### src/rtl/dbfir_pkg.sv
package dbfir_pkg;

  // Refill source of the auxiliary page
  typedef enum logic [1:0] {
    COEF_FIXED  = 2'd0,
    COEF_PRESET = 2'd1,
    COEF_STREAM = 2'd2
  } coef_mode_e;

  // Preset set s, tap k
  function automatic int preset_coef(input int set_idx, input int tap_idx);
    return (set_idx + 1) * (tap_idx + 1) - 4;
  endfunction

endpackage

### src/rtl/dbfir_rst_sync.sv
module dbfir_rst_sync (
  input  logic clk,
  input  logic arst_n,
  output logic rst_n
);

  logic [1:0] sync_q;

  always_ff @(posedge clk or negedge arst_n) begin
    if (!arst_n) sync_q <= 2'b00;
    else         sync_q <= {sync_q[0], 1'b1};
  end

  assign rst_n = sync_q[1];

endmodule

### src/rtl/dbfir_coef_bank.sv
module dbfir_coef_bank
  import dbfir_pkg::*;
#(
  parameter int         CW    = 8,
  parameter int         TAPS  = 4,
  parameter int         SEL_W = 4,
  parameter coef_mode_e MODE  = COEF_STREAM
) (
  input  logic                     clk,
  input  logic                     rst_n,
  input  logic                     srst_n,
  input  logic [CW-1:0]            coef_in,
  input  logic                     coef_valid,
  input  logic                     refresh,
  input  logic [SEL_W-1:0]         set_sel,
  input  logic                     swap_req,
  input  logic                     swap_ok,
  output logic [TAPS-1:0][CW-1:0]  act_coef,
  output logic                     fill_done
);

  localparam int CNT_W = (TAPS > 1) ? $clog2(TAPS) : 1;
  localparam logic [CNT_W-1:0] LAST = CNT_W'(TAPS - 1);

  typedef logic [TAPS-1:0][CW-1:0] page_t;

  function automatic page_t base_page();
    page_t p;
    for (int k = 0; k < TAPS; k++) p[k] = CW'(preset_coef(0, k));
    return p;
  endfunction

  localparam page_t BASE = base_page();

  logic [1:0][TAPS-1:0][CW-1:0] pg_q, pg_n;
  logic             act_q, act_n;
  logic             load_q, load_n;
  logic [CNT_W-1:0] cnt_q, cnt_n;
  logic [SEL_W-1:0] sel_q, sel_n;
  logic             done_q, done_n;
  logic             pend_q, pend_n;

  logic             wr_ok;
  logic [CW-1:0]    wr_val;
  logic             ref_go;
  logic             swap_go;
  logic             pg_we;

  // Refill source picked by mode
  generate
    if (MODE == COEF_STREAM) begin : g_stream
      logic unused_stream;
      assign unused_stream = ^sel_q;
      assign wr_ok   = coef_valid;
      assign wr_val  = coef_in;
      assign ref_go  = refresh;
      assign swap_go = swap_req;
    end else if (MODE == COEF_PRESET) begin : g_preset
      logic unused_preset;
      assign unused_preset = ^{coef_in, coef_valid};
      assign wr_ok   = 1'b1;
      assign wr_val  = CW'(preset_coef(int'(sel_q), int'(cnt_q)));
      assign ref_go  = refresh;
      assign swap_go = swap_req;
    end else begin : g_fixed
      logic unused_fixed;
      assign unused_fixed = ^{coef_in, coef_valid, refresh, swap_req, sel_q, cnt_q};
      assign wr_ok   = 1'b0;
      assign wr_val  = '0;
      assign ref_go  = 1'b0;
      assign swap_go = 1'b0;
    end
  endgenerate

  always_comb begin
    pg_n   = pg_q;
    act_n  = act_q;
    load_n = load_q;
    cnt_n  = cnt_q;
    sel_n  = sel_q;
    done_n = done_q;
    pend_n = pend_q | swap_go;
    if (ref_go) begin
      load_n = 1'b1;
      cnt_n  = '0;
      done_n = 1'b0;
      sel_n  = set_sel;
    end else if (load_q && wr_ok) begin
      pg_n[!act_q][cnt_q] = wr_val;
      if (cnt_q == LAST) begin
        load_n = 1'b0;
        done_n = 1'b1;
      end else begin
        cnt_n = cnt_q + 1'b1;
      end
    end
    if (pend_n && swap_ok) begin
      act_n  = !act_q;
      pend_n = 1'b0;
      done_n = 1'b0;
    end
    if (!srst_n) begin
      pg_n   = {BASE, BASE};
      act_n  = 1'b0;
      load_n = 1'b0;
      cnt_n  = '0;
      sel_n  = '0;
      done_n = 1'b0;
      pend_n = 1'b0;
    end
  end

  assign pg_we = (load_q & wr_ok) | !srst_n;

  always_ff @(posedge clk or negedge rst_n) begin
    if (!rst_n) begin
      pg_q   <= {BASE, BASE};
      act_q  <= 1'b0;
      load_q <= 1'b0;
      cnt_q  <= '0;
      sel_q  <= '0;
      done_q <= 1'b0;
      pend_q <= 1'b0;
    end else begin
      if (pg_we) pg_q <= pg_n;
      act_q  <= act_n;
      load_q <= load_n;
      cnt_q  <= cnt_n;
      sel_q  <= sel_n;
      done_q <= done_n;
      pend_q <= pend_n;
    end
  end

  assign act_coef  = pg_q[act_q];
  assign fill_done = done_q;

endmodule

### src/rtl/dbfir_mac.sv
module dbfir_mac #(
  parameter int DW   = 8,
  parameter int CW   = 8,
  parameter int TAPS = 4,
  parameter int OW   = 18
) (
  input  logic                    clk,
  input  logic                    rst_n,
  input  logic                    srst_n,
  input  logic [DW-1:0]           din,
  input  logic                    din_valid,
  input  logic [TAPS-1:0][CW-1:0] coefs,
  output logic                    ready,
  output logic [OW-1:0]           dout,
  output logic                    dout_valid
);

  localparam int IDX_W = (TAPS > 1) ? $clog2(TAPS) : 1;
  localparam int PW    = DW + CW;
  localparam logic [IDX_W-1:0] LAST = IDX_W'(TAPS - 1);

  logic                    busy_q, busy_n;
  logic [IDX_W-1:0]        idx_q, idx_n;
  logic signed [OW-1:0]    acc_q, acc_n;
  logic [TAPS-1:0][DW-1:0] line_q, line_n;
  logic [OW-1:0]           out_q, out_n;
  logic                    vld_q, vld_n;
  logic                    line_we;

  logic signed [PW-1:0]    x_ext, c_ext, prod;
  logic signed [OW-1:0]    sum;

  assign x_ext = PW'($signed(line_q[idx_q]));
  assign c_ext = PW'($signed(coefs[idx_q]));
  assign prod  = x_ext * c_ext;
  assign sum   = acc_q + OW'(prod);

  always_comb begin
    busy_n = busy_q;
    idx_n  = idx_q;
    acc_n  = acc_q;
    line_n = line_q;
    out_n  = out_q;
    vld_n  = 1'b0;
    if (busy_q) begin
      if (idx_q == LAST) begin
        out_n  = sum;
        vld_n  = 1'b1;
        busy_n = 1'b0;
      end else begin
        acc_n = sum;
        idx_n = idx_q + 1'b1;
      end
    end else if (din_valid) begin
      line_n = {line_q[TAPS-2:0], din};
      busy_n = 1'b1;
      idx_n  = '0;
      acc_n  = '0;
    end
    if (!srst_n) begin
      busy_n = 1'b0;
      idx_n  = '0;
      acc_n  = '0;
      line_n = '0;
      out_n  = '0;
      vld_n  = 1'b0;
    end
  end

  assign line_we = (!busy_q & din_valid) | !srst_n;

  always_ff @(posedge clk or negedge rst_n) begin
    if (!rst_n) begin
      busy_q <= 1'b0;
      idx_q  <= '0;
      acc_q  <= '0;
      line_q <= '0;
      out_q  <= '0;
      vld_q  <= 1'b0;
    end else begin
      if (line_we) line_q <= line_n;
      busy_q <= busy_n;
      idx_q  <= idx_n;
      acc_q  <= acc_n;
      out_q  <= out_n;
      vld_q  <= vld_n;
    end
  end

  assign ready      = !busy_q;
  assign dout       = out_q;
  assign dout_valid = vld_q;

endmodule

### src/rtl/dbfir_filter.sv
module dbfir_filter
  import dbfir_pkg::*;
#(
  parameter int         DW    = 8,
  parameter int         CW    = 8,
  parameter int         TAPS  = 4,
  parameter int         SEL_W = 4,
  parameter coef_mode_e MODE  = COEF_STREAM
) (
  input  logic                              clk,
  input  logic                              arst_n,
  input  logic                              srst_n,
  input  logic [DW-1:0]                     din,
  input  logic                              din_valid,
  output logic                              din_ready,
  input  logic [CW-1:0]                     coef_in,
  input  logic                              coef_valid,
  input  logic                              coef_refresh,
  input  logic [SEL_W-1:0]                  coef_set_sel,
  input  logic                              coef_swap,
  output logic                              refresh_done,
  output logic [DW+CW+$clog2(TAPS)-1:0]     dout,
  output logic                              dout_valid
);

  localparam int OW = DW + CW + $clog2(TAPS);

  logic                    rst_n_sync;
  logic [TAPS-1:0][CW-1:0] act_coef;

  dbfir_rst_sync u_rst (
    .clk    (clk),
    .arst_n (arst_n),
    .rst_n  (rst_n_sync)
  );

  dbfir_coef_bank #(
    .CW    (CW),
    .TAPS  (TAPS),
    .SEL_W (SEL_W),
    .MODE  (MODE)
  ) u_bank (
    .clk        (clk),
    .rst_n      (rst_n_sync),
    .srst_n     (srst_n),
    .coef_in    (coef_in),
    .coef_valid (coef_valid),
    .refresh    (coef_refresh),
    .set_sel    (coef_set_sel),
    .swap_req   (coef_swap),
    .swap_ok    (din_ready),
    .act_coef   (act_coef),
    .fill_done  (refresh_done)
  );

  dbfir_mac #(
    .DW   (DW),
    .CW   (CW),
    .TAPS (TAPS),
    .OW   (OW)
  ) u_mac (
    .clk        (clk),
    .rst_n      (rst_n_sync),
    .srst_n     (srst_n),
    .din        (din),
    .din_valid  (din_valid),
    .coefs      (act_coef),
    .ready      (din_ready),
    .dout       (dout),
    .dout_valid (dout_valid)
  );

endmodule

### config.mk
export PLATFORM = sky130hd
export DESIGN_NAME = dbfir_filter
export DESIGN_NICKNAME = d
export VERILOG_FILES = /design/src/rtl/dbfir_pkg.sv /design/src/rtl/dbfir_rst_sync.sv /design/src/rtl/dbfir_coef_bank.sv /design/src/rtl/dbfir_mac.sv /design/src/rtl/dbfir_filter.sv
export SDC_FILE = /design/constraint.sdc
export NUM_CORES = 1
export LEC_CHECK = 0
export BUFFER_PORTS_ARGS = -buffer_cell sky130_fd_sc_hd__buf_2
export CORE_ASPECT_RATIO = 0.75
export CORE_MARGIN = 2
export CORE_UTILIZATION = 35
export DETAILED_ROUTE_END_ITERATION = 10
export HOLD_SLACK_MARGIN = 0.08
export PLACE_DENSITY_LB_ADDON = 0.2
export SYNTH_ARGS = -nofsm -noshare
export SYNTH_HDL_FRONTEND = slang
export SYNTH_HIERARCHICAL = 1
export SYNTH_SLANG_ARGS = --single-unit
### constraint.sdc
create_clock -name clk -period 8 [get_ports clk]
set_input_delay 0.8 -clock clk [delete_from_list [all_inputs] [get_ports clk]]
set_output_delay 0.8 -clock clk [all_outputs]
set_load 0.01 [all_outputs]
==> impl_metrics.csv, run 1 <==
group,metric,value,unit
status,status,"finished, final reports clean",
global_route,grt_use_total,16.4,%
place,io_buffer_count,43,
setup_path,crit_fanout,22,
run,cap_violations,0,
die,top_level_ports,48,
route,route.detailed.drc,0,
synthesis,synth_ff_type,"dfrtp_1",
timing,finClkSkew,19.7,ps
clocking,clockRootBuffer,"clkbuf_16",
timing,fin_crit_sh,85.6,%
route,firstDrtPassIters,4,
synthesis,synthArstFlopShare,100,%
route,antenna_left,0,
global_route,grt_pass1_wl,37900,um
timing,maxSlewHeadroom,23.6,%
synthesis,syn_area_per_cell,11.2,sq um
synthesis,yosysWarnings,6,
clocking,cts_tree,"built",
setup_path,cp-end-kind,"register",
timing,drv_slew,0,
route,wire_per_inst,17.2,um
setup_path,critical_path_class,"reg -> reg",
setup_path,worst_setup_path_start_kind,"register",
setup_path,regToRegSetupSlack,1150,ps
setup_path,r2r-start,"u_bank/act_q",
clocking,postCtsSetupRepairBufs,0,
die,floorplan.initialDensity,35.6,%
clocking,cts_inserted_buffers,17,
finish,area_growth,11.6,%
place,dp_hpwl,16100,um
global_route,grt_pass1_vias,6752,
timing,rsz0062_at_grt,"false",
clocking,cts_buffer_depth,2,
clocking,ctsResizeCount,0,
timing,hold_violations,0,
die,die_h,150,um
setup_path,cp.arrival,7210,ps
clocking,clock_sinks,144,
setup_path,timing.rr.end,"u_mac/acc_q[15]",
die,dieArea,0.0299,sq mm
synthesis,ys_ff_latch,144,
synthesis,syn_nets,1050,
finish,nets,1079,
synthesis,synthTopCellsByArea,"dfrtp_1 (25%), fa_1 (16%), dfstp_2 (12%), ha_1 (6.0%), mux2i_1 (4.8%)",
timing,whs,137,ps
die,dieWidth,199,um
synthesis,synth_top_area_cell,"dfrtp_1",
route,drt-initial-drc-count,394,
power,powerDensity,300,mW/mm^2
worst_hold_path,hp-class,"in -> async",
clocking,h-tree-depth,4,
synthesis,synth.yosys.seq_area_share,36.6,%
synthesis,synth_top_area_share,25.0,%
setup_path,reg2regPathDepth,18,
synthesis,synthCells,895,
synthesis,yosysMostFrequentCell,"dfrtp_1",
clocking,cts.clk_slew.worst_paths,70,ps
synthesis,synth_area,0.00999,sq mm
route,via_per_inst,4.87,
global_route,antenna_found_initial,0,
timing,fmax,146,MHz
finish,antenna_cells,0,
synthesis,synth-edff-count,0,
finish,drive_gt1_share,20.3,%
power,power.leakage,5.32,nW
synthesis,synthDistinctLibCells,55,
global_route,grt_max_degree,94,
place,routabilityCongestion,0.754,
clocking,cts_hold_buf,0,
die,core,0.0281,sq mm
route,dr_total_vias,6432,
timing,tightestPinTransition,1150,ps
power,vdd_drop_max,0.000229,V
clocking,insertion_delay,430,ps
timing,setup_viol,0,
timing,tns,0,ps
global_route,grt-ovfl-total,0,
setup_path,crit_required,8360,ps
timing,finalCriticalPeriod,6850,ps
synthesis,ys_top_cells_by_count,"dfrtp_1 (100), inv_1 (97), fa_1 (80)",
route,wirelength,22800,um
die,num_rows,53,
## sequential cells by signal, indices dropped and copies added, names as in the netlist
| signal | cells |
|---|---|
| u_bank/fill_done | 1 |
| u_mac/acc_q | 18 |
| u_mac/line_q | 32 |
| u_mac/busy_q | 1 |
| u_bank/load_q | 1 |
| u_bank/pg_q | 64 |
| u_mac/dout_valid | 1 |
| u_bank/cnt_q | 2 |
| u_rst/sync_q | 2 |
| u_bank/act_q | 1 |
| u_bank/pend_q | 1 |
| u_mac/idx_q | 2 |
| u_mac/dout | 18 |
## cells by family (layout without fill, tap and decap cells)
kind of cell	after synthesis	count (layout)	synth area share, %
xor+xnor	18	18	1.58
mux	97	97	12.0
fa+ha+maj	128	128	22.0
buf+inv	139	181	5.91
flops	144	144	36.6
compound gates	146	146	10.1
other cells	1	1	0.0375
simple gates	222	222	11.7
## worst max path at each step
| stage | cells after the start | end | slack (ps) | start |
|---|---|---|---|---|
| 5_1_grt | 18 | u_mac/acc_q[15] | 700 | u_bank/act_q |
| 3_5_place_dp | 18 | u_mac/dout[15] | 1110 | u_bank/act_q |
| 3_3_place_gp | 18 | u_mac/dout[15] | 1160 | u_bank/act_q |
| 6_report | 18 | u_mac/acc_q[15] | 1150 | u_bank/act_q |
| 4_1_cts | 18 | u_mac/acc_q[15] | 1080 | u_bank/act_q |
| 2_1_floorplan | 18 | u_mac/dout[10] | 2080 | u_bank/act_q |
## final cells by class
class / instances / area (sq um)
clock buffer: 17 / 425
clock inverter: 15 / 186
fill: 2699 / 16900
inverter: 97 / 364
multi-input combinational: 612 / 5750
sequential: 144 / 3660
tap: 385 / 482
timing repair buffer: 52 / 283
## layout by cell type (no fill, tap or decap), drive strengths merged, types with 34 or more instances in the layout
master | Yosys | final
mux2i | 48 | 48
a21oi | 53 | 53
fa | 80 | 80
and2 | 37 | 37
mux2 | 34 | 34
inv | 97 | 104
nor2b | 36 | 36
buf | 24 | 52
dfrtp | 100 | 100
a22o | 52 | 52
dfstp | 44 | 44
ha | 48 | 48
nand2 | 78 | 78
## metrics by stage
stage	cells	setup WS (ps)	power (mW)	util [%]	cell area (sq um)
2_1_floorplan	895	2080	2.12	-	9990
3_3_place_gp	1290	1160	2.55	37.6	10500
3_5_place_dp	1290	1110	2.54	37.6	10500
4_1_cts	1322	1080	3.40	39.8	11200
5_1_grt	1322	702	3.68	39.8	11200
6_report	1322	1150	3.35	39.8	11200
## where the power goes
part	total [mW]	switching (mW)	internal, mW
Sequential	0.787	0.0277	0.759
Clock	0.813	0.388	0.425
Combinational	1.75	1.03	0.716
## worst max-delay path: stages (launching register included)
cell	delay [ps]
dfrtp_1	860
buf_4	420
mux2_2	380
mux4_2	630
and2_1	440
fa_1	570
inv_1	60
fa_1	500
inv_1	50
fa_1	560
fa_1	430
ha_1	290
ha_1	330
a21oi_1	180
nand2_1	60
o21ai_0	370
o21ai_0	180
xnor2_1	260
a22o_1	160
## routing by layer
layer	track usage, %	wire length, um	up-vias
li1	-	-	3065
met1	25.1	12000	3298
met2	24.7	10200	58
met3	2.64	469	11
met4	2.80	156	0
met5	0	0	-
(Power assumes the default switching activity.)
==> inputs of run 2 (changes only) <==
--- a/config.mk
+++ b/config.mk
@@ -6,12 +6,15 @@
 export NUM_CORES = 1
 export LEC_CHECK = 0
 export BUFFER_PORTS_ARGS = -buffer_cell sky130_fd_sc_hd__buf_2
+export CELL_PAD_IN_SITES_DETAIL_PLACEMENT = 0
+export CELL_PAD_IN_SITES_GLOBAL_PLACEMENT = 2
 export CORE_ASPECT_RATIO = 0.75
 export CORE_MARGIN = 2
 export CORE_UTILIZATION = 35
 export DETAILED_ROUTE_END_ITERATION = 10
 export HOLD_SLACK_MARGIN = 0.08
 export PLACE_DENSITY_LB_ADDON = 0.2
+export SLEW_MARGIN = 20
 export SYNTH_ARGS = -nofsm -noshare
 export SYNTH_HDL_FRONTEND = slang
 export SYNTH_HIERARCHICAL = 1
==> constraint.sdc (replaced) <==
create_clock -name clk -period 8 [get_ports clk]
set_input_delay 1.6 -clock clk [delete_from_list [all_inputs] [get_ports clk]]
set_output_delay 1.6 -clock clk [all_outputs]
set_load 0.01 [all_outputs]
==> run 2 against run 1 <==
Critical endpoint is now u_mac/dout[15]. Clock power increased by 9.0%. Count of clock-buffer cells in the layout is 1 higher. Power up 1.8%. Highest routed layer unchanged. Sequential cell count stayed put.
==> impl_metrics.csv, run 2 (same netlist as run 1, synthesis figures left out) <==
group,metric,value,unit
finish,layout_commonest_cell,"dfrtp_1",
finish,reg_top3,"u_bank/pg_q: 64 flops, u_mac/line_q: 32 flops",
finish,antenna_cells,0,
finish,utilization,39.9,%
global_route,grt-ovfl-total,0,
route,drt-initial-drc-count,365,
finish,drive_gt1_share,20.4,%
run,cap_violations,0,
place,dp_hpwl,17200,um
clocking,postCtsSetupRepairBufs,0,
setup_path,cpPeakStageDelay,1000,ps
power,powerDensity,305,mW/mm^2
timing,finalCriticalPeriod,6840,ps
route,wire_per_inst,18.4,um
setup_path,crit_fanout,21,
setup_path,slowest_stage,"dfrtp_1",
setup_path,crit_buf_inv,2,
timing,tightestPinTransition,998,ps
clocking,cts.clk_slew.worst_paths,70,ps
clocking,insertion_delay,430,ps
die,die_h,150,um
clocking,clock_sinks,144,
clocking,cts_buffer_depth,2,
finish,largest_register,"u_bank/pg_q",
timing,hold_violations,0,
setup_path,cp-end-kind,"register",
route,route.detailed.drc,0,
die,dieWidth,199,um
setup_path,cp.arrival,7210,ps
timing,fin_crit_sh,85.5,%
clocking,cts_hold_buf,0,
setup_path,crit_top_cell,"fa_1",
route,dr_total_vias,6513,
global_route,antenna_found_initial,0,
clocking,h-tree-depth,4,
timing,maxSlewHeadroom,33.5,%
clocking,cts_inserted_buffers,17,
finish,largest_reg_flops,64,
timing,rsz0062_at_grt,"false",
timing,tns,0,ps
route,antenna_left,0,
finish,area_growth,11.9,%
timing,finClkSkew,8.68,ps
finish,final_cell_mix,"dfrtp_1 (99), inv_1 (97), fa_1 (80), nand2_1 (75), a21oi_1 (53)",
global_route,grt_pass1_wl,40100,um
die,top_level_ports,48,
global_route,grt_pass1_vias,6893,
clocking,ctsResizeCount,0,
power,finalPower,3.41,mW
setup_path,crit_family,"adder cells",
power,power.leakage,5.34,nW
timing,drv_slew,0,
global_route,grt_max_degree,74,
route,firstDrtPassIters,7,
timing,setup_viol,0,
place,routabilityCongestion,0.720,
power,vdd_drop_max,0.000207,V
route,wirelength,24400,um
global_route,grt_use_total,17.7,%
finish,finalInstanceArea,0.0112,sq mm
clocking,cts_tree,"built",
finish,nets,1080,
setup_path,critical_path_class,"reg -> reg",
die,dieArea,0.0299,sq mm
timing,whs,358,ps
setup_path,crit_chain,"mux2_2 > mux4_2 > and2_1 > inv_1 > fa_1 > inv_1 > fa_1 > fa_1 > fa_1 > fa_1 > ha_1 > a21oi_1 > o22ai_1 > o21ai_0 > o21ai_0 > xnor2_1 > a22o_1",
setup_path,worst_setup_path_start_kind,"register",
place,io_buffer_count,43,
die,num_rows,53,
place,place_area,0.0105,sq mm
die,core,0.0281,sq mm
timing,fmax,146,MHz
setup_path,crit_required,8360,ps
clocking,clockRootBuffer,"clkbuf_16",
worst_hold_path,hp-class,"reg -> reg",
status,status,"finished, final reports clean",
die,floorplan.initialDensity,35.6,%
route,via_per_inst,4.92,
run 2: final cells by class:
type / instances / area (sq um)
clock buffers: 18 / 439
clock inverters: 14 / 201
fillers: 2759 / 16900
inverters: 97 / 364
multi-input cells: 612 / 5750
flip-flops and latches: 144 / 3660
well taps: 385 / 482
repair buffers: 53 / 290
run 2: layer usage:
layer / share of wire [%] / routed length, um / vias up / global-route usage, %
met5: 0 / 0 / - / 0
met4: 0.77 / 187 / 0 / 4.18
met3: 2.6 / 644 / 17 / 2.60
met2: 43 / 10500 / 79 / 25.2
met1: 53 / 13000 / 3349 / 27.9
li1: - / - / 3068 / -
run 2: worst paths after layout:
| check | startpoint | to | slack, ps | cells after the start |
|---|---|---|---|---|
| setup reg to reg | u_bank/act_q | u_mac/dout[15] | 1160 | 17 |
| min in group asynchronous | u_rst/sync_q[1] | u_bank/pg_q[31] | 490 | 0 |
| hold / removal | u_rst/sync_q[0] | u_rst/sync_q[1] | 360 | 0 |
| setup / recovery | u_bank/act_q | u_mac/dout[15] | 1160 | 17 |
| max in group asynchronous | u_rst/sync_q[1] | u_mac/acc_q[15] | 5960 | 1 |
| hold reg to reg | u_rst/sync_q[0] | u_rst/sync_q[1] | 360 | 0 |
run 2: worst register-to-register path, cell delays in order, from the launching register on:
cell	delay (ps)
dfrtp_1	1000
mux2_2	430
mux4_2	620
and2_1	440
inv_1	160
fa_1	420
inv_1	90
fa_1	440
fa_1	580
fa_1	450
fa_1	470
ha_1	340
a21oi_1	160
o22ai_1	160
o21ai_0	420
o21ai_0	170
xnor2_1	260
a22o_1	170
run 2: power breakdown:
| group | switching [mW] | total [mW] | internal, mW | leakage [nW] |
|---|---|---|---|---|
| clock network | 0.350 | 0.886 | 0.536 | 0.307 |
| registers | 0.0390 | 0.799 | 0.760 | 1.84 |
| logic | 1.01 | 1.73 | 0.717 | 3.20 |
run 2: metrics by stage:
| step | std cells | setup slack, ps |
|---|---|---|
| 3_5_place_dp | 1291 | 1060 |
| 3_3_place_gp | 1291 | 1120 |
| 6_report | 1323 | 1160 |
| 5_1_grt | 1323 | 711 |
| 2_1_floorplan | 895 | 2080 |
| 4_1_cts | 1323 | 1030 |
